--- src/rtl/mfd_pkg.sv ---
package mfd_pkg;

    localparam int OSR        = 16;
    localparam int PH_A       = 4;
    localparam int PH_B       = 12;
    localparam int SYNC_BITS  = 2;
    localparam int PAUSE_BITS = 2;

    typedef enum logic [2:0] {
        ST_OFF,
        ST_START,
        ST_HUNT,
        ST_SYNC,
        ST_DATA,
        ST_TRAIL,
        ST_PAUSE
    } rx_state_e;

    typedef struct packed {
        logic a;   // first-half sample
        logic b;   // second-half sample
    } halves_t;

    // Is the pair of half-bit samples legal for the given field?
    function automatic logic halves_ok(rx_state_e st, halves_t h);
        case (st)
            ST_SYNC, ST_TRAIL: return h.a & h.b;
            ST_DATA:           return h.a ^ h.b;
            ST_PAUSE:          return ~h.a & ~h.b;
            default:           return 1'b0;
        endcase
    endfunction

endpackage

--- src/rtl/mfd_tick.sv ---
module mfd_tick #(
    parameter int DIV_W = 8
) (
    input  logic             clk,
    input  logic             rst,
    input  logic             en,
    input  logic [DIV_W-1:0] div,
    output logic             tick
);
    logic [DIV_W-1:0] cnt;

    always_ff @(posedge clk) begin
        if (rst || !en)      cnt <= '0;
        else if (cnt == div) cnt <= '0;
        else                 cnt <= cnt + 1'b1;
    end

    assign tick = en && (cnt == div);
endmodule

--- src/rtl/mfd_frame.sv ---
module mfd_frame
    import mfd_pkg::*;
#(
    parameter int NBITS = 8
) (
    input  logic             clk,
    input  logic             rst,
    input  logic             en,
    input  logic             tick,
    input  logic             line,
    output logic             accept,
    output logic [NBITS-1:0] byte_o
);
    localparam int PH_W  = $clog2(OSR);
    localparam int CNT_W = $clog2(NBITS);

    rx_state_e        state;
    logic [PH_W-1:0]  ph;
    logic [CNT_W-1:0] cnt;
    halves_t          h;
    halves_t          h_now;
    logic [NBITS-1:0] shreg;
    logic             bit_end;
    logic             ok;

    // Second-half sample is taken at PH_B; at bit end both halves are known.
    assign h_now   = h;
    assign bit_end = tick && (ph == PH_W'(OSR - 1));
    assign ok      = halves_ok(state, h_now);

    always_ff @(posedge clk) begin
        if (rst || !en) begin
            state <= ST_OFF;
            ph    <= '0;
            cnt   <= '0;
            h     <= '0;
            shreg <= '0;
        end else if (state == ST_OFF) begin
            state <= ST_START;
            ph    <= '0;
        end else if (tick) begin
            case (state)
                ST_START: begin
                    if (line)                         ph <= '0;
                    else if (ph == PH_W'(OSR - 1))  begin state <= ST_HUNT; ph <= '0; end
                    else                              ph <= ph + 1'b1;
                end
                ST_HUNT: begin
                    if (line) begin
                        state <= ST_SYNC;
                        ph    <= PH_W'(1);
                        cnt   <= '0;
                    end
                end
                default: begin
                    ph <= ph + 1'b1;
                    if (ph == PH_W'(PH_A)) h.a <= line;
                    if (ph == PH_W'(PH_B)) h.b <= line;
                    if (ph == PH_W'(OSR - 1)) begin
                        ph <= '0;
                        if (!ok) begin
                            state <= ST_START;
                        end else begin
                            case (state)
                                ST_SYNC: begin
                                    if (cnt == CNT_W'(SYNC_BITS - 1)) begin
                                        state <= ST_DATA; cnt <= '0;
                                    end else cnt <= cnt + 1'b1;
                                end
                                ST_DATA: begin
                                    shreg <= {h.b, shreg[NBITS-1:1]};
                                    if (cnt == CNT_W'(NBITS - 1)) state <= ST_TRAIL;
                                    else cnt <= cnt + 1'b1;
                                end
                                ST_TRAIL: begin
                                    state <= ST_PAUSE; cnt <= '0;
                                end
                                default: begin
                                    if (cnt == CNT_W'(PAUSE_BITS - 1)) state <= ST_START;
                                    else cnt <= cnt + 1'b1;
                                end
                            endcase
                        end
                    end
                end
            endcase
        end
    end

    assign accept = en && bit_end && (state == ST_PAUSE) && ok &&
                    (cnt == CNT_W'(PAUSE_BITS - 1));
    assign byte_o = shreg;
endmodule

--- src/rtl/mfd_hold.sv ---
module mfd_hold #(
    parameter int NBITS = 8
) (
    input  logic             clk,
    input  logic             rst,
    input  logic             accept,
    input  logic [NBITS-1:0] byte_i,
    input  logic             rd_stb,
    input  logic             ovr_clr,
    output logic [NBITS-1:0] data_out,
    output logic             full,
    output logic             overrun
);
    always_ff @(posedge clk) begin
        if (rst) begin
            data_out <= '0;
            full     <= 1'b0;
            overrun  <= 1'b0;
        end else begin
            if (accept && !full) begin
                data_out <= byte_i;
                full     <= 1'b1;
            end else if (rd_stb) begin
                full <= 1'b0;
            end
            if (accept && full) overrun <= 1'b1;
            else if (ovr_clr)   overrun <= 1'b0;
        end
    end
endmodule

--- src/rtl/mfd_rx.sv ---
module mfd_rx #(
    parameter int DIV_W = 8,
    parameter int NBITS = 8
) (
    input  logic             clk,
    input  logic             rst,
    input  logic             en,
    input  logic [DIV_W-1:0] div,
    input  logic             line_in,
    input  logic             rd_stb,
    input  logic             ovr_clr,
    output logic [NBITS-1:0] data_out,
    output logic             full,
    output logic             overrun,
    output logic             irq
);
    logic             s1, s2;
    logic             tick;
    logic             accept;
    logic [NBITS-1:0] rx_byte;

    always_ff @(posedge clk) begin
        if (rst) begin
            s1 <= 1'b0;
            s2 <= 1'b0;
        end else begin
            s1 <= line_in;
            s2 <= s1;
        end
    end

    mfd_tick #(.DIV_W(DIV_W)) u_tick (
        .clk(clk), .rst(rst), .en(en), .div(div), .tick(tick)
    );

    mfd_frame #(.NBITS(NBITS)) u_frame (
        .clk(clk), .rst(rst), .en(en), .tick(tick), .line(s2),
        .accept(accept), .byte_o(rx_byte)
    );

    mfd_hold #(.NBITS(NBITS)) u_hold (
        .clk(clk), .rst(rst), .accept(accept), .byte_i(rx_byte),
        .rd_stb(rd_stb), .ovr_clr(ovr_clr),
        .data_out(data_out), .full(full), .overrun(overrun)
    );

    assign irq = full | overrun;
endmodule

--- config.mk ---
export PLATFORM = sky130hd
export DESIGN_NAME = mfd_rx
export DESIGN_NICKNAME = d
export VERILOG_FILES = /design/src/rtl/mfd_pkg.sv /design/src/rtl/mfd_tick.sv /design/src/rtl/mfd_frame.sv /design/src/rtl/mfd_hold.sv /design/src/rtl/mfd_rx.sv
export SDC_FILE = /design/constraint.sdc
export NUM_CORES = 1
export LEC_CHECK = 0
export BUFFER_PORTS_ARGS = -buffer_cell sky130_fd_sc_hd__buf_2
export CORE_MARGIN = 3
export CORE_UTILIZATION = 39
export DETAILED_ROUTE_END_ITERATION = 10
export HOLD_SLACK_MARGIN = 0.1
export MAX_ROUTING_LAYER = met4
export PLACE_DENSITY_LB_ADDON = 0.25
export SETUP_SLACK_MARGIN = 0.1
export SYNTH_ARGS = -nofsm -noshare
export SYNTH_HDL_FRONTEND = slang
export SYNTH_SLANG_ARGS = --single-unit
--- constraint.sdc ---
create_clock -name clk -period 2.1 [get_ports clk]
set_input_delay 0.21 -clock clk [delete_from_list [all_inputs] [get_ports clk]]
set_output_delay 0.21 -clock clk [all_outputs]
set_load 0.01 [all_outputs]
==> metrics.md, run 1 <==
| Metric | Value |
|---|---|
| Number of synthesized register bits | `40` |
| CTS tree | `done` |
| CP arrival | `roughly 2400 ps` |
| Number of I/O pins | `25` |
| Final setup violation count | `1` |
| Hold Crit Depth | `2` |
| CP startpoint kind | `register` |
| Initial DRC count | `94` |
| Die H | `79.6 um` |
| Status | `complete, but fails checks` |
| Port Buf Inserts | `24` |
| Most frequent cells in the layout | `dfxtp_1 (34), nor2_1 (30), buf_4 (25)` |
| Antenna violations before repair | `0` |
| R2R setup slack | `-20 ps` |
| Netlist cell types | `46` |
| Critical R2R Launch | `u_tick.cnt[3]$_SDFF_PP0_` |
| Seq/Total Area, Yosys | `0.379` |
| Violated checks | `setup timing` |
| Layout cell share with drive strength beyond 1 | `0.313` |
| Clock Path Buffers | `2` |
| Non-Filler Instances | `about 360` |
| Multi-input logic area | `0.00129 mm2` |
| Crit Path Category | `reg -> reg` |
| Worst Hold Class | `in -> reg` |
| Clock-pin slew on the worst setup and hold paths | `90 ps` |
| Area grow syn2layout | `27.8%` |
| Req. time, crit path | `2330 ps` |
| Total power | `1.50 mW` |
| Leading area contributor after synthesis | `dfxtp_1` |
| Max-cap violations | `0` |
| Net Count, Synth | `roughly 270` |
| Hold Crit Start | `line_in` |
| Worst-path maximum fanout | `4` |
| Nets | `315` |
| Slew Limit Headroom | `0.531` |
| Total global routing overflow | `0` |
| Vias | `1,784` |
| Post-DP HPWL | `~3100 um` |
| DRT Wirelength | `between 4000 and 5000 um` |
| DIE AREA | `0.00633 mm2` |
| Starting Density | `0.408` |
| Leak Pwr | `1.05 nW` |
| # rows | `26` |
| DRC violations left | `0` |
| Fill cell count | `478` |
| Die width | `between 70 and 80 um` |
| CTS hold repair buffers | `0` |
| Final Cycle Share | `1.01` |
| Vias in the first global route | `1,648` |
| Largest net degree at the start of global routing | `20` |
| Core area | `just over 0.005 mm2` |
| Post-route setup slack | `-20.7 ps` |
| Final slew viol count | `0` |
| Area fraction of the dominant cell type after synthesis | `0.379` |
| Antenna Violating Nets Remaining | `0` |
| Max Clk Rate | `0.472 GHz` |
| Clk root buf | `clkbuf_8` |
| Hold_ws | `115 ps` |
| Clock sink count | `40` |
| Hold Violations, Final | `0` |
| Cts bufs inserted | `5` |
| Min-Delay Endpoint | `s1$_SDFF_PP0_` |
| Global-route wire length before repair | `7450 um` |
| Post-Route Setup TNS | `-20.7 ps` |
| ANT cells | `0` |
| Register Area | `between 800 and 900 um2` |
| Minimum clock period | `2120 ps` |
| Drt pass-1 iters | `4` |
| Total GRT Usage | `0.152` |
| WL/cell | `~12 um` |
| RSZ-0062 raised after global routing | `yes` |
| DP Cell Count | `345` |
| Most area-consuming cells after synthesis | `dfxtp_1 (38%), mux2i_1 (6.6%), nor2_1 (5.5%)` |
| VDD IR max | `0.350 mV` |
| Clk_skew | `approximately 4 ps` |
| Synthesized area | `roughly 0.0021 mm2` |
| Measured slew at the worst slew-check pin | `696 ps` |
| Worst reg2reg path depth | `6` |
| Synth warnings | `0` |
| DR vias/cell | `about 4.9` |
| Commonest non-fill, non-tap cell in the layout | `dfxtp_1` |
| Gpl congestion | `roughly 0.84` |
| R2r endpoint | `u_frame.state[1]$_SDFFE_PP0P_` |
| Power Dens Cells | `556 mW/mm2` |
| Syn Area/Cell | `between 8 and 9 um2` |
| Later-pin clock latency in the skew report | `~300 ps` |
| Cells after synthesis | `approximately 250` |
| Crit. End Element | `register` |
| Htree depth | `2` |
==> timing repair <==
action | in CTS | in global routing
setup endpoints to repair | 13 | 24
cloned | 1 | 0
setup buffers | 7 | 3
pin swaps | 1 | 11
gates resized for setup | 10 | 14
==> per-layer routing <==
metal  GRT usage  vias up  routed length, um
li1            -      929                  -
met1       0.203      813               2170
met2       0.231       34               2140
met3      0.0305        8                134
met4      0.0464        0                 95
met5           -        -                  0
==> cells in the mapped netlist (all sizes together) <==
cell,number
ha,8
a2bb2oi,1
or2b,1
nor3b,1
o221ai,1
a21o,1
nor4b,1
nor3,6
o21a,1
o32a,1
or4,4
dfxtp,40
or2,4
and2b,2
nor2,31
a211oi,2
nand4,3
o31ai,3
o21ai,13
nand4bb,1
xor2,11
a211o,1
nand3,15
and3,2
clkbuf,7
mux2i,14
nor4,4
a21oi,10
and2,1
nand3b,1
nand2,20
xnor2,4
inv,12
buf,5
nand2b,5
nor2b,5
o22a,1
or3,2
a31oi,1
==> worst max-delay path by stage <==
stage | startpoint | end | slack, ps | cells past startpoint
2_1_floorplan | u_tick.cnt[6]$_SDFF_PP0_ | u_frame.state[1]$_SDFFE_PP0P_ | 90 | 6
3_3_place_gp | u_frame.h[0]$_SDFFE_PP0P_ | u_frame.state[1]$_SDFFE_PP0P_ | 30 | 8
3_5_place_dp | u_frame.h[1]$_SDFFE_PP0P_ | u_frame.state[1]$_SDFFE_PP0P_ | 9 | 8
4_1_cts | u_tick.cnt[6]$_SDFF_PP0_ | u_frame.state[1]$_SDFFE_PP0P_ | 40 | 6
5_1_grt | u_tick.cnt[3]$_SDFF_PP0_ | u_frame.state[1]$_SDFFE_PP0P_ | -110 | 6
6_report | u_tick.cnt[3]$_SDFF_PP0_ | u_frame.state[1]$_SDFFE_PP0P_ | -20 | 6
==> stage by stage <==
stage           util  cell area [um2]  worst slack, ps
3_3_place_gp   0.464             2400             29.8
5_1_grt        0.522             2700             -113
4_1_cts        0.505             2610             44.3
2_1_floorplan      -             2150             86.3
6_report       0.522             2700            -20.7
3_5_place_dp   0.464             2400             9.04
==> where the power goes <==
| group | total, mW | leakage (nW) | internal [mW] | switching [mW] |
|---|---|---|---|---|
| Clock | 0.659 | 0.0548 | 0.358 | 0.301 |
| Combinational | 0.0743 | 0.666 | 0.0318 | 0.0425 |
| Sequential | 0.765 | 0.327 | 0.760 | 0.00538 |
| Total | 1.50 | 1.05 | 1.15 | 0.349 |
==> area by class of cell <==
type | instances | share of cell area
sequential | 40 | 0.301
multi-input combinational | 182 | 0.480
clock buffer | 5 | 0.0255
clock inverter | 3 | 0.0172
inverter | 12 | 0.0167
tap | 70 | 0.0325
timing repair buffer | 52 | 0.127
==> worst max-delay path, stage by stage, from the launching register on <==
cell and delay, ps:
dfxtp_4 370, xor2_2 180, nor4_4 360, nand3_4 130, or4_4 440, or4_4 420, a31oi_1 160
==> registers in the layout (all words and copies together) (netlist names), 2 cells and up <==
signal / cells
u_frame.byte_o: 8
u_frame.cnt: 3
u_frame.h: 2
u_frame.ph: 4
u_frame.state: 3
u_hold.data_out: 8
u_tick.cnt: 8
==> logic make-up after synthesis <==
| logic type | synth area share |
|---|---|
| buffers and inverters | 0.0545 |
| and+or+nand+nor | 0.286 |
| xor gates and xnor gates | 0.0622 |
| AOI/OAI and AO/OA | 0.104 |
| DFF | 0.379 |
| muxes | 0.0664 |
| adders and majority gates | 0.0474 |
Power figures use the tool's default switching activity.
==> run 2: changes to the inputs <==
--- a/config.mk
+++ b/config.mk
@@ -12,7 +12,7 @@
 export HOLD_SLACK_MARGIN = 0.1
 export MAX_ROUTING_LAYER = met4
 export PLACE_DENSITY_LB_ADDON = 0.25
-export SETUP_SLACK_MARGIN = 0.1
+export SETUP_SLACK_MARGIN = 0.05
 export SYNTH_ARGS = -nofsm -noshare
 export SYNTH_HDL_FRONTEND = slang
 export SYNTH_SLANG_ARGS = --single-unit
==> run 2 against run 1 <==
Compared with the run above: the flow now finishes without violations; clock skew up 1.1 ps; sequential share of layout area up 1.1 points; count of clock-buffer cells in the layout unchanged; routed wire length down 5.4%; die area unchanged; via count about the same; sequential power about the same; first-iteration DRC count up 65%; fmax up 1.1%; setup slack better by 24 ps; highest routed layer unchanged.
==> metrics.md, run 2 (same netlist as run 1, synthesis figures left out) <==
| Metric | Value |
|---|---|
| Clk root buf | `clkbuf_8 (unchanged)` |
| Final slew viol count | `0 (unchanged)` |
| Measured slew at the worst slew-check pin | `354 ps (was 696 ps)` |
| Hold Crit Depth | `2 (unchanged)` |
| M1 wire length | `2020 um (was 2170 um)` |
| DRT Wirelength | `4290 um (was 4540 um)` |
| Max Clk Rate | `0.477 GHz (was 0.472 GHz)` |
| Htree depth | `2 (unchanged)` |
| Nets | `309 (was 315)` |
| Met3 WL post-DR | `174 um (was 134 um)` |
| Later-pin clock latency in the skew report | `300 ps (about the same)` |
| Register share of total power | `0.513 (was 0.510)` |
| Leak Pwr | `0.994 nW (was 1.05 nW)` |
| Die H | `79.6 um (unchanged)` |
| VDD IR max | `0.490 mV (was 0.350 mV)` |
| Vias in the first global route | `1,642 (was 1,648)` |
| Gpl congestion | `0.898 (was 0.845)` |
| Sw Share | `0.231 (was 0.233)` |
| Sw power | `0.345 mW (was 0.349 mW)` |
| Worst reg2reg path depth | `6 (unchanged)` |
| Final setup violation count | `0 (was 1)` |
| CP startpoint kind | `register (unchanged)` |
| Hold Violations, Final | `0 (unchanged)` |
| CTS hold repair buffers | `0 (unchanged)` |
| Commonest non-fill, non-tap cell in the layout | `dfxtp_1 (unchanged)` |
| Initial DRC count | `155 (was 94)` |
| Worst-path maximum fanout | `5 (was 4)` |
| Status | `completed (was complete, but fails checks)` |
| Number of I/O pins | `25 (unchanged)` |
| Drt pass-1 iters | `4 (unchanged)` |
| Clock group share of total power | `0.437 (was 0.440)` |
| Non-Filler Instances | `358 (was 364)` |
| Port Buf Inserts | `24 (unchanged)` |
| Clock-pin slew on the worst setup and hold paths | `90 ps (about the same)` |
| Req. time, crit path | `2330 ps (about the same)` |
| Power Dens Cells | `579 mW/mm2 (was 556 mW/mm2)` |
| Slew Limit Headroom | `0.761 (was 0.531)` |
| Global-route wire length before repair | `7490 um (was 7450 um)` |
| Clock Path Buffers | `2 (unchanged)` |
| Logic pwr share | `0.050 (about the same)` |
| Crit Path Category | `reg -> reg (unchanged)` |
| Vias | `1,785 (was 1,784)` |
| Antenna Violating Nets Remaining | `0 (unchanged)` |
| Core Util, Final | `0.500 (was 0.522)` |
| Layout cell share with drive strength beyond 1 | `0.271 (was 0.313)` |
| RSZ-0062 raised after global routing | `yes (unchanged)` |
| Post-DP HPWL | `3060 um (was 3090 um)` |
| Area grow syn2layout | `22.5% (was 27.8%)` |
| DIE AREA | `0.00633 mm2 (unchanged)` |
| Minimum clock period | `2100 ps (was 2120 ps)` |
| Fill cell count | `473 (was 478)` |
| Pint | `1.15 mW (about the same)` |
| Post-route setup slack | `2.87 ps (was -20.7 ps)` |
| Most frequent cells in the layout | `dfxtp_1 (35), nor2_1 (31), buf_2 (24) (was dfxtp_1 (34), nor2_1 (30), buf_4 (25))` |
| Total GRT Usage | `0.153 (was 0.152)` |
| Worst Hold Class | `in -> reg (unchanged)` |
| DRC violations left | `0 (unchanged)` |
| CP arrival | `2330 ps (was 2350 ps)` |
| Max-cap violations | `0 (unchanged)` |
| Total global routing overflow | `0 (unchanged)` |
| Clock sink count | `40 (unchanged)` |
| Cts bufs inserted | `5 (unchanged)` |
| Final Cycle Share | `0.999 (was 1.01)` |
| Clk_skew | `5.14 ps (was 4.06 ps)` |
| DR vias/cell | `4.99 (was 4.90)` |
| Core area | `0.00517 mm2 (unchanged)` |
| Worst slack, placed | `-8.02 ps (was 9.04 ps)` |
| # rows | `26 (unchanged)` |
| Highest routed layer | `met4 (unchanged)` |
| WL/cell | `12.0 um (was 12.5 um)` |
| Starting Density | `0.408 (unchanged)` |
| DP Cell Count | `346 (was 345)` |
| CTS tree | `done (unchanged)` |
| Largest net degree at the start of global routing | `20 (unchanged)` |
| ANT cells | `0 (unchanged)` |
| Die width | `79.6 um (unchanged)` |
| WL met2 | `2020 um (was 2140 um)` |
| Antenna violations before repair | `0 (unchanged)` |
| Crit. End Element | `register (unchanged)` |
## run 2: metrics by stage
| step | power, mW | instance area [um2] | hold slack, ps | setup TNS, ps |
|---|---|---|---|---|
| finish | 1.50 | 2590 | 126 | 0 |
| global route | 1.55 | 2590 | 138 | -699 |
| global placement | 0.856 | 2410 | 416 | 0 |
| detailed placement | 0.857 | 2410 | 440 | -8.02 |
| floorplan | 0.830 | 2150 | 282 | 0 |
| CTS | 1.51 | 2560 | 120 | -10.1 |
## run 2: power groups by stage
stage / clock network, mW / registers [mW] / logic [mW]
3_3_place_gp: 0 / 0.786 / 0.0709
3_5_place_dp: 0 / 0.786 / 0.0715
6_report: 0.655 / 0.768 / 0.0747
4_1_cts: 0.673 / 0.768 / 0.0736
5_1_grt: 0.699 / 0.769 / 0.0831
2_1_floorplan: 0 / 0.783 / 0.0467
## run 2: repair_timing
action | CTS | global route
gates resized for setup | 4 | 2
setup endpoints to repair | 13 | 12
pin swaps | 4 | 0
setup buffers | 3 | 1
## run 2: final timing paths
path	start	end	slack (ps)
worst max-delay path	u_tick.cnt[6]$_SDFF_PP0_	u_frame.state[1]$_SDFFE_PP0P_	3
worst min-delay path	line_in	s1$_SDFF_PP0_	130
worst max register to register	u_tick.cnt[6]$_SDFF_PP0_	u_frame.state[1]$_SDFFE_PP0P_	3
worst min register to register	s1$_SDFF_PP0_	s2$_SDFF_PP0_	460
## run 2: per-layer routing
metal,vias up,GRT usage
met1,821,0.198
met5,-,-
met4,0,0.0515
li1,921,-
met3,7,0.0305
met2,36,0.237
## run 2: cell type report
cell class / instances / area (um2) / area share
clock buffers: 5 / 68.8 / 0.0266
clock inverters: 3 / 46.3 / 0.0179
inverters: 12 / 45.0 / 0.0174
multi-input cells: 182 / 1250 / 0.482
flip-flops and latches: 40 / 807 / 0.312
well taps: 70 / 87.6 / 0.0339
repair buffers: 46 / 285 / 0.110
## run 2: critical path, cell delays in order, from the launching register on
cell	delay (ps)
dfxtp_2	350
xor2_2	160
nor4_4	380
nand3_4	130
or4_4	450
or4_1	400
a31oi_1	160
==> run 3: changes to the inputs <==
--- a/config.mk
+++ b/config.mk
@@ -7,7 +7,7 @@
 export LEC_CHECK = 0
 export BUFFER_PORTS_ARGS = -buffer_cell sky130_fd_sc_hd__buf_2
 export CORE_MARGIN = 3
-export CORE_UTILIZATION = 39
+export CORE_UTILIZATION = 52
 export DETAILED_ROUTE_END_ITERATION = 10
 export HOLD_SLACK_MARGIN = 0.1
 export MAX_ROUTING_LAYER = met4
==> run 3 against run 2 <==
Compared with the run above: combinational power is 3.9% lower; sequential power about the same; setup slack worse by 1.5 ps; clock power is 1% lower; sequential cell count did not move; first-iteration DRC count shrank 38%; via count up 0.90%; critical path depth did not move; critical path type unchanged; highest routed layer unchanged.
==> metrics.md, run 3 (same netlist as run 1, synthesis figures left out) <==
| Metric | Value |
|---|---|
| Status | `completed (unchanged)` |
| Antenna Violating Nets Remaining | `0 (unchanged)` |
| Critical R2R Launch | `u_tick.cnt[1]$_SDFF_PP0_ (was u_tick.cnt[6]$_SDFF_PP0_)` |
| Req. time, crit path | `2330 ps (about the same)` |
| Htree depth | `2 (unchanged)` |
| Layout cell share with drive strength beyond 1 | `0.286 (was 0.271)` |
| Crit Path Category | `reg -> reg (unchanged)` |
| Gpl congestion | `0.947 (was 0.898)` |
| Core area | `0.00380 mm2 (was 0.00517 mm2)` |
| Power Dens Cells | `576 mW/mm2 (was 579 mW/mm2)` |
| DRT Wirelength | `4330 um (was 4290 um)` |
| Post-place instance area | `0.00237 mm2 (was 0.00241 mm2)` |
| Worst Hold Class | `in -> reg (unchanged)` |
| Post-DP HPWL | `3080 um (was 3060 um)` |
| Leak Pwr | `0.989 nW (was 0.994 nW)` |
| R2r endpoint | `u_frame.state[1]$_SDFFE_PP0P_ (unchanged)` |
| Max Clk Rate | `0.477 GHz (about the same)` |
| Minimum clock period | `2100 ps (about the same)` |
| Die width | `69.7 um (was 79.6 um)` |
| Crit. End Element | `register (unchanged)` |
| DRC violations left | `0 (unchanged)` |
| Clock Path Buffers | `2 (unchanged)` |
| Worst reg2reg path depth | `6 (unchanged)` |
| CP arrival | `2330 ps (about the same)` |
| RSZ-0062 raised after global routing | `yes (unchanged)` |
| Die H | `69.7 um (was 79.6 um)` |
| Vias | `1,801 (was 1,785)` |
| # rows | `22 (was 26)` |
| Register Area | `808 um2 (was 807 um2)` |
| GR Util met3 | `0.0348 (was 0.0305)` |
| CTS hold repair buffers | `0 (unchanged)` |
| Slew Limit Headroom | `0.763 (was 0.761)` |
| Met2 Resource Use GR | `0.299 (was 0.237)` |
| Drt pass-1 iters | `4 (unchanged)` |
| CP startpoint kind | `register (unchanged)` |
| Most Used Layer, Global Route | `met2 (unchanged)` |
| VDD IR max | `0.540 mV (was 0.490 mV)` |
| Port Buf Inserts | `24 (unchanged)` |
| Most frequent cells in the layout | `dfxtp_1 (34), nor2_1 (30), buf_2 (24) (was dfxtp_1 (35), nor2_1 (31), buf_2 (24))` |
| Later-pin clock latency in the skew report | `300 ps (about the same)` |
| Starting Density | `0.556 (was 0.408)` |
| CTS tree | `done (unchanged)` |
| Hold Crit Depth | `2 (unchanged)` |
| DR vias/cell | `5.38 (was 4.99)` |
| Hold Violations, Final | `0 (unchanged)` |
| Measured slew at the worst slew-check pin | `353 ps (was 354 ps)` |
| Multi-input logic area | `0.00127 mm2 (was 0.00125 mm2)` |
| Fill cell count | `308 (was 473)` |
| Met1 Resource Use GR | `0.245 (was 0.198)` |
| Total GRT Usage | `0.193 (was 0.153)` |
| Worst-path maximum fanout | `5 (unchanged)` |
| Final Cycle Share | `0.999 (about the same)` |
| Cts bufs inserted | `5 (unchanged)` |
| R2R setup slack | `1 ps (was 3 ps)` |
| Total power | `1.49 mW (was 1.50 mW)` |
| Total global routing overflow | `0 (unchanged)` |
| Area grow syn2layout | `22.4% (was 22.5%)` |
| Largest net degree at the start of global routing | `19 (was 20)` |
| Antenna violations before repair | `0 (unchanged)` |
| Commonest non-fill, non-tap cell in the layout | `dfxtp_1 (unchanged)` |
| Hold Crit Start | `line_in (unchanged)` |
| Clock-pin slew on the worst setup and hold paths | `90 ps (about the same)` |
| Final setup violation count | `0 (unchanged)` |
| Clock sink count | `40 (unchanged)` |
| Final slew viol count | `0 (unchanged)` |
| Clk root buf | `clkbuf_8 (unchanged)` |
| Global-route wire length before repair | `7480 um (was 7490 um)` |
| Vias in the first global route | `1,675 (was 1,642)` |
| Nets | `308 (was 309)` |
| WL/cell | `12.9 um (was 12.0 um)` |
| ANT cells | `0 (unchanged)` |
| Initial DRC count | `96 (was 155)` |
| Number of I/O pins | `25 (unchanged)` |
| Min-Delay Endpoint | `s1$_SDFF_PP0_ (unchanged)` |
| Clk_skew | `7.47 ps (was 5.14 ps)` |
| DIE AREA | `0.00486 mm2 (was 0.00633 mm2)` |
| Post-route cell area | `0.00258 mm2 (was 0.00259 mm2)` |
| Max-cap violations | `0 (unchanged)` |
-- run 3: changes by cell type in the layout (fill, tap and decap cells not counted), sizes merged --
| cell | change |
|---|---|
| buf | -1 |
-- run 3: worst max path at each step --
stage / from / to
3_3_place_gp: u_frame.h[0]$_SDFFE_PP0P_ / u_frame.state[1]$_SDFFE_PP0P_
6_report: u_tick.cnt[1]$_SDFF_PP0_ / u_frame.state[1]$_SDFFE_PP0P_
2_1_floorplan: u_tick.cnt[6]$_SDFF_PP0_ / u_frame.state[1]$_SDFFE_PP0P_
5_1_grt: u_tick.cnt[6]$_SDFF_PP0_ / u_hold.data_out[6]$_SDFFE_PP0P_
4_1_cts: u_tick.cnt[1]$_SDFF_PP0_ / u_hold.data_out[3]$_SDFFE_PP0P_
3_5_place_dp: u_frame.h[0]$_SDFFE_PP0P_ / u_frame.state[1]$_SDFFE_PP0P_
-- run 3: metrics by stage --
stage / instances / hold slack, ps / utilization / worst slack (ps) / TNS, ps
after floorplan: 246 / 282 / - / 86.3 / 0
after global placement: 323 / 420 / 0.625 / 19.9 / 0
after detailed placement: 323 / 425 / 0.625 / -28.8 / -28.8
after CTS: 333 / 111 / 0.663 / 4.80 / 0
after global routing: 335 / 131 / 0.680 / -103 / -564
final: 335 / 117 / 0.680 / 1.41 / 0
-- run 3: worst max-delay path, stage by stage (launching register included) --
cell and delay [ps]:
dfxtp_1 340, xor2_1 170, nor4_4 390, nand3_4 120, or4_4 450, or4_4 440, a31oi_4 130
-- run 3: cell type report --
class / count / area share
multi-input combinational: 182 / 0.493
sequential: 40 / 0.313
timing repair buffer: 45 / 0.109
clock buffer: 5 / 0.0266
tap: 48 / 0.0232
clock inverter: 3 / 0.0179
inverter: 12 / 0.0174
-- run 3: report_power, final --
| part | internal [mW] | switching [mW] | total [mW] | leakage (nW) |
|---|---|---|---|---|
| registers | 0.762 | 0.00582 | 0.768 | 0.326 |
| logic | 0.0296 | 0.0422 | 0.0718 | 0.608 |
| clock network | 0.358 | 0.289 | 0.648 | 0.0548 |
-- run 3: routing by layer --
layer / wire, um / part of all wire / vias up
li1: - / - / 921
met1: 2000 / 0.46 / 826
met2: 2030 / 0.47 / 43
met3: 189 / 0.044 / 11
met4: 115 / 0.027 / 0
met5: 0 / 0 / -
-- run 3: timing repair --
| action | 4_1_cts | 5_1_grt |
|---|---|---|
| setup buffers | 2 | 1 |
| endpoints found under the setup margin | 13 | 14 |
| gates cloned | 0 | 1 |
| pin swaps | 2 | 3 |
| resized for setup | 4 | 11 |
